**src/rtl/tmr_pkg.sv**
```systemverilog
package tmr_pkg;
  typedef enum logic {
    TMR_IDLE = 1'b0,
    TMR_RUN  = 1'b1
  } tmr_state_e;
endpackage

```
**src/rtl/tmr_loadreg.sv**
```systemverilog
module tmr_loadreg #(
  parameter int W = 8
) (
  input  logic         clk,
  input  logic         rst_n,
  input  logic         ld_we,
  input  logic [W-1:0] ld_value,
  output logic [W-1:0] stored
);
  always_ff @(posedge clk) begin
    if (!rst_n)     stored <= '0;
    else if (ld_we) stored <= ld_value;
  end

  assert_store_R2: assert property (@(posedge clk) disable iff (!rst_n)
    ld_we |=> stored == $past(ld_value));
  assert_keep_R6: assert property (@(posedge clk) disable iff (!rst_n)
    !ld_we |=> $stable(stored));
endmodule

```
**src/rtl/tmr_down.sv**
```systemverilog
module tmr_down
  import tmr_pkg::*;
#(
  parameter int W = 8
) (
  input  logic         clk,
  input  logic         rst_n,
  input  logic         ld_we,
  input  logic [W-1:0] ld_value,
  input  logic [W-1:0] stored,
  input  logic         recycle_en,
  input  logic         tick_en,
  output logic [W-1:0] cnt,
  output logic         active,
  output logic         expire_evt
);
  localparam logic [W-1:0] ONE = W'(1);

  tmr_state_e state;
  logic       step;

  assign active     = (state == TMR_RUN);
  assign step       = active && tick_en && !ld_we;
  assign expire_evt = step && (cnt == ONE);

  always_ff @(posedge clk) begin
    if (!rst_n) begin
      cnt   <= '0;
      state <= TMR_IDLE;
    end else if (ld_we) begin
      cnt   <= ld_value;
      state <= (ld_value != '0) ? TMR_RUN : TMR_IDLE;
    end else if (expire_evt) begin
      if (recycle_en) begin
        cnt   <= stored;
      end else begin
        cnt   <= '0;
        state <= TMR_IDLE;
      end
    end else if (step) begin
      cnt <= cnt - ONE;
    end
  end

  assert_load_R2: assert property (@(posedge clk) disable iff (!rst_n)
    ld_we |=> cnt == $past(ld_value));
  assert_dec_R3: assert property (@(posedge clk) disable iff (!rst_n)
    (active && tick_en && !ld_we && cnt > ONE) |=> cnt == $past(cnt) - ONE);
  assert_hold_R3: assert property (@(posedge clk) disable iff (!rst_n)
    (!tick_en && !ld_we) |=> $stable(cnt));
  assert_recycle_R4: assert property (@(posedge clk) disable iff (!rst_n)
    (expire_evt && recycle_en) |=> (cnt == $past(stored)) && active);
  assert_oneshot_R5: assert property (@(posedge clk) disable iff (!rst_n)
    (expire_evt && !recycle_en) |=> !active && cnt == '0);
  assert_idle_R7: assert property (@(posedge clk) disable iff (!rst_n)
    (!active && !ld_we) |=> !active && $stable(cnt));
  assert_loadwin_R10: assert property (@(posedge clk) disable iff (!rst_n)
    ld_we |-> !expire_evt);
endmodule

```
**src/rtl/tmr_flag.sv**
```systemverilog
module tmr_flag (
  input  logic clk,
  input  logic rst_n,
  input  logic set_evt,
  input  logic clr,
  output logic flag
);
  always_ff @(posedge clk) begin
    if (!rst_n)       flag <= 1'b0;
    else if (set_evt) flag <= 1'b1;
    else if (clr)     flag <= 1'b0;
  end

  assert_sticky_R8: assert property (@(posedge clk) disable iff (!rst_n)
    (flag && !clr) |=> flag);
  assert_clear_R8: assert property (@(posedge clk) disable iff (!rst_n)
    (clr && !set_evt) |=> !flag);
  assert_setwin_R9: assert property (@(posedge clk) disable iff (!rst_n)
    set_evt |=> flag);
endmodule

```
**src/rtl/reload_timer.sv**
```systemverilog
module reload_timer #(
  parameter int W = 8
) (
  input  logic         clk,
  input  logic         rst_n,
  input  logic         ld_we,
  input  logic [W-1:0] ld_value,
  input  logic         recycle_en,
  input  logic         tick_en,
  input  logic         flag_clr,
  output logic [W-1:0] count_o,
  output logic         active_o,
  output logic         expired_o
);
  logic [W-1:0] stored;
  logic         expire_evt;

  tmr_loadreg #(.W(W)) u_loadreg (
    .clk(clk), .rst_n(rst_n), .ld_we(ld_we), .ld_value(ld_value), .stored(stored)
  );

  tmr_down #(.W(W)) u_down (
    .clk(clk), .rst_n(rst_n), .ld_we(ld_we), .ld_value(ld_value), .stored(stored),
    .recycle_en(recycle_en), .tick_en(tick_en), .cnt(count_o), .active(active_o),
    .expire_evt(expire_evt)
  );

  tmr_flag u_flag (
    .clk(clk), .rst_n(rst_n), .set_evt(expire_evt), .clr(flag_clr), .flag(expired_o)
  );

  assert_reset_R1: assert property (@(posedge clk)
    !rst_n |=> count_o == '0 && !active_o && !expired_o);
  assert_noexp_idle_R7: assert property (@(posedge clk) disable iff (!rst_n)
    !active_o |-> !expire_evt);
endmodule

```
**config.mk**
```make
export PLATFORM = sky130hd
export DESIGN_NAME = reload_timer
export DESIGN_NICKNAME = d
export VERILOG_FILES = /design/src/rtl/tmr_pkg.sv /design/src/rtl/tmr_loadreg.sv /design/src/rtl/tmr_down.sv /design/src/rtl/tmr_flag.sv /design/src/rtl/reload_timer.sv
export SDC_FILE = /design/constraint.sdc
export NUM_CORES = 1
export LEC_CHECK = 0
export ABC_AREA = 1
export BUFFER_PORTS_ARGS = -buffer_cell sky130_fd_sc_hd__buf_4
export CORE_UTILIZATION = 55
export DETAILED_ROUTE_END_ITERATION = 8
export GPL_TIMING_DRIVEN = 0
export PLACE_DENSITY = 0.91
export SLEW_MARGIN = 20
export SYNTH_ARGS = -nofsm -noshare
export SYNTH_HDL_FRONTEND = slang
export SYNTH_HIERARCHICAL = 1
export SYNTH_SLANG_ARGS = --single-unit
```
**constraint.sdc**
```tcl
create_clock -name clk -period 3.5 [get_ports clk]
set_input_delay 0.35 -clock clk [delete_from_list [all_inputs] [get_ports clk]]
set_output_delay 0.35 -clock clk [all_outputs]
set_load 0.01 [all_outputs]
```
==> run_results.csv <==
group,metric,value,unit
grt,grt_use_total,0.2601,
synthesis,ys.warnings.count,6,
routing,vias,1223,
timing,rsz0062_at_grt,"false",
timing,finalSetupTns,0,ns
grt,grt_max_degree,11,
critical_path,arrival,1.61,ns
timing,timing.fmax,706.5,MHz
critical_path,cp-start-kind,"flip-flop",
routing,routedWlPerCell,11.73,µm
flow_run,drv_cap,0,
floorplanning,dieArea,2361,µm²
critical_path,cp.required,3.69,ns
grt,met2_usage,0.4695,
min_path,hold_path_class,"primary input to flip-flop",
cells_and_area,nets,224,
placement,port-buffer-count,22,
timing,hold_viol,0,
floorplanning,start_util,0.5963,
synthesis,synthDistinctLibCells,27,
pwr,pwr-share-comb,0.317,
routing,firstDrtPassIters,4,
cts,htree_levels,1,
synthesis,async_flop_share,0,
critical_path,critPathMaxFanout,10,
grt,grt_pass1_vias,1182,
routing,via_per_inst,5.249,
grt,grtUsageMet1,0.2982,
timing,finalMaxSlewViolations,0,
cts,postCtsSetupRepairBufs,0,
cells_and_area,layout_commonest_cell,"nand2_1",
floorplanning,die_h,48.59,µm
cts,clkLatencyLatePin,0.29,ns
pwr,pwr-share-seq,0.480,
timing,timing.final.crit_share,0.4044,
synthesis,synth_edf_count,0,
cells_and_area,drive_above_1_share,0.2136,
synthesis,synth_fp_nets,197,
cts,clockRootBuffer,"clkbuf_4",
floorplanning,num_rows,16,
synthesis,synth_area_leaders,"dfxtp_1, nand2_1, inv_1, nor2_1, nand4_1",
synthesis,synth_flop_cell,"dfxtp_1",
timing,setup_viol,0,
cts,hold_buffers,0,
cts,cts_buffers,3,
floorplanning,core-area,2002,µm²
routing,drc,0,
placement,dpl.cell_count,230,
cts,clock_path_buffers,2,
placement,dp_hpwl,2152,µm
synthesis,synth-seq-cells,18,
cells_and_area,n_antenna_cell,0,
cts,clock_sinks,18,
routing,drtAntennaViolNets,0,
run_status,status,"finished clean",
grt,grt-ovfl-total,0,
cts,cts_resized,0,
timing,tightest_slew,0.3490,ns
pwr,p_sw,0.0001675,W
pwr,clockPowerShare,0.204,
critical_path,worst-setup-path-type,"flip-flop to flip-flop",
placement,gp_congestion,0.9156,
routing,finalWirelength,2732,µm
timing,finClkSkew,0.005204,ns
synthesis,synth.top_cell.area_share,0.3019,
cts,clk_pin_slew,0.10,ns
synthesis,yosysSeqAreaShare,0.3019,
pwr,power_density,349.8,nW/µm²
pwr,leakagePower,0.7465,nW
synthesis,synth_area,1194,µm²
cells_and_area,layout_common_cells,"nand2_1, inv_1, nor2_1",
timing,slew_headroom,0.7673,
grt,grt_use_met3,0.04088,
critical_path,cp-end-kind,"flip-flop",
cts,cts_tree,"yes",
floorplanning,ioPinCount,24,
grt,antenna_found_initial,0,
grt,grt_pass1_wl,4809,µm
cells_and_area,instances_no_fill,233,
pwr,swShare,0.3384,
grt,busiest_layer,"met2",
routing,drt_iter0_drc,40,
synthesis,syn_avg_cell_area,6.595,µm²
pwr,peakVddDrop,239.5,µV
synthesis,yosysTopAreaCell,"dfxtp_1",
floorplanning,die_w,48.59,µm
pwr,p_int,0.0003274,W
synthesis,syn-instance-count,181,
timing,final.min_clock_period,1.415,ns
cells_and_area,area_delta_synth_final,18.55,%
-- layout make-up --
| class | instances | area (µm²) |
|---|---|---|
| plain buffers | 6 | 57.56 |
| clock buffers | 3 | 22.52 |
| fillers | 156 | 586.8 |
| inverters | 28 | 105.1 |
| multi-input cells | 129 | 670.6 |
| flip-flops and latches | 18 | 360.3 |
| well taps | 27 | 33.78 |
| repair buffers | 22 | 165.2 |
-- cells in the mapped netlist (3+ instances only) --
| library cell | count |
|---|---|
| nor2_1 | 25 |
| nor2_4 | 4 |
| nand4_1 | 11 |
| dfxtp_1 | 18 |
| nand3_1 | 9 |
| nand3b_1 | 3 |
| nand2_2 | 4 |
| a21oi_1 | 4 |
| nand2_1 | 46 |
| o21ai_0 | 8 |
| nor4_1 | 3 |
| inv_1 | 27 |
-- power by group through the flow --
| stage | Sequential (W) | Combinational (W) | Clock (W) |
|---|---|---|---|
| CTS | 0.000237 | 0.000155 | 0.000106 |
| global placement | 0.000241 | 0.000147 | 0 |
| finish | 0.000237 | 0.000157 | 0.000101 |
| floorplan | 0.000243 | 0.000101 | 0 |
| detailed placement | 0.000242 | 0.000154 | 0 |
| global route | 0.000240 | 0.000174 | 0.000116 |
-- worst max-delay path: stages (launching register included) --
cell and delay [ns]:
dfxtp_1 0.37, nand2_1 0.17, nand2_1 0.21, buf_2 0.26
nand3_1 0.14, a21oi_2 0.14, nor2_2 0.04
-- cell families (layout without fill, tap and decap cells) --
kind of cell,count (synthesis),in the layout,share of synthesized area
buffers and inverters,34,59,0.1363
and+or+nand+nor,108,108,0.4434
xor gates and xnor gates,3,3,0.02202
adders and majority gates,2,2,0.02096
AOI/OAI and AO/OA,16,16,0.07547
DFF,18,18,0.3019
-- per-layer routing --
layer	part of all wire	vias to the layer above
met5	0	-
met1	0.41	547
li1	-	619
met3	0.058	4
met4	0.011	0
met2	0.52	53
-- path summary, 6_finish.rpt --
check | startpoint | to | slack (ns) | cells after the start
min | flag_clr | u_flag/flag | 0.30 | 4
min reg2reg | u_flag/flag | u_flag/flag | 0.48 | 2
max reg2reg | u_down/active | u_down/cnt[7] | 2.08 | 6
max | u_down/active | u_down/cnt[7] | 2.08 | 6
-- flip-flops by register name (all words and copies together) (netlist names) --
signal,count
u_loadreg/stored,8
u_down/cnt,8
u_flag/flag,1
u_down/active,1
-- per-stage QoR --
stage / utilization / worst slack [ns] / hold WS, ns / area [µm²] / power, W
after floorplan: - / 2.236 / 0.4493 / 1194 / 0.0003447
after global placement: 0.6956 / 2.069 / 0.4558 / 1393 / 0.0003884
after detailed placement: 0.6956 / 2.051 / 0.4625 / 1393 / 0.0003964
after CTS: 0.7069 / 2.093 / 0.2900 / 1415 / 0.0004982
after global routing: 0.7069 / 1.985 / 0.2959 / 1415 / 0.0005297
final: 0.7069 / 2.085 / 0.3001 / 1415 / 0.0004950
Power figures use the tool's default switching activity.
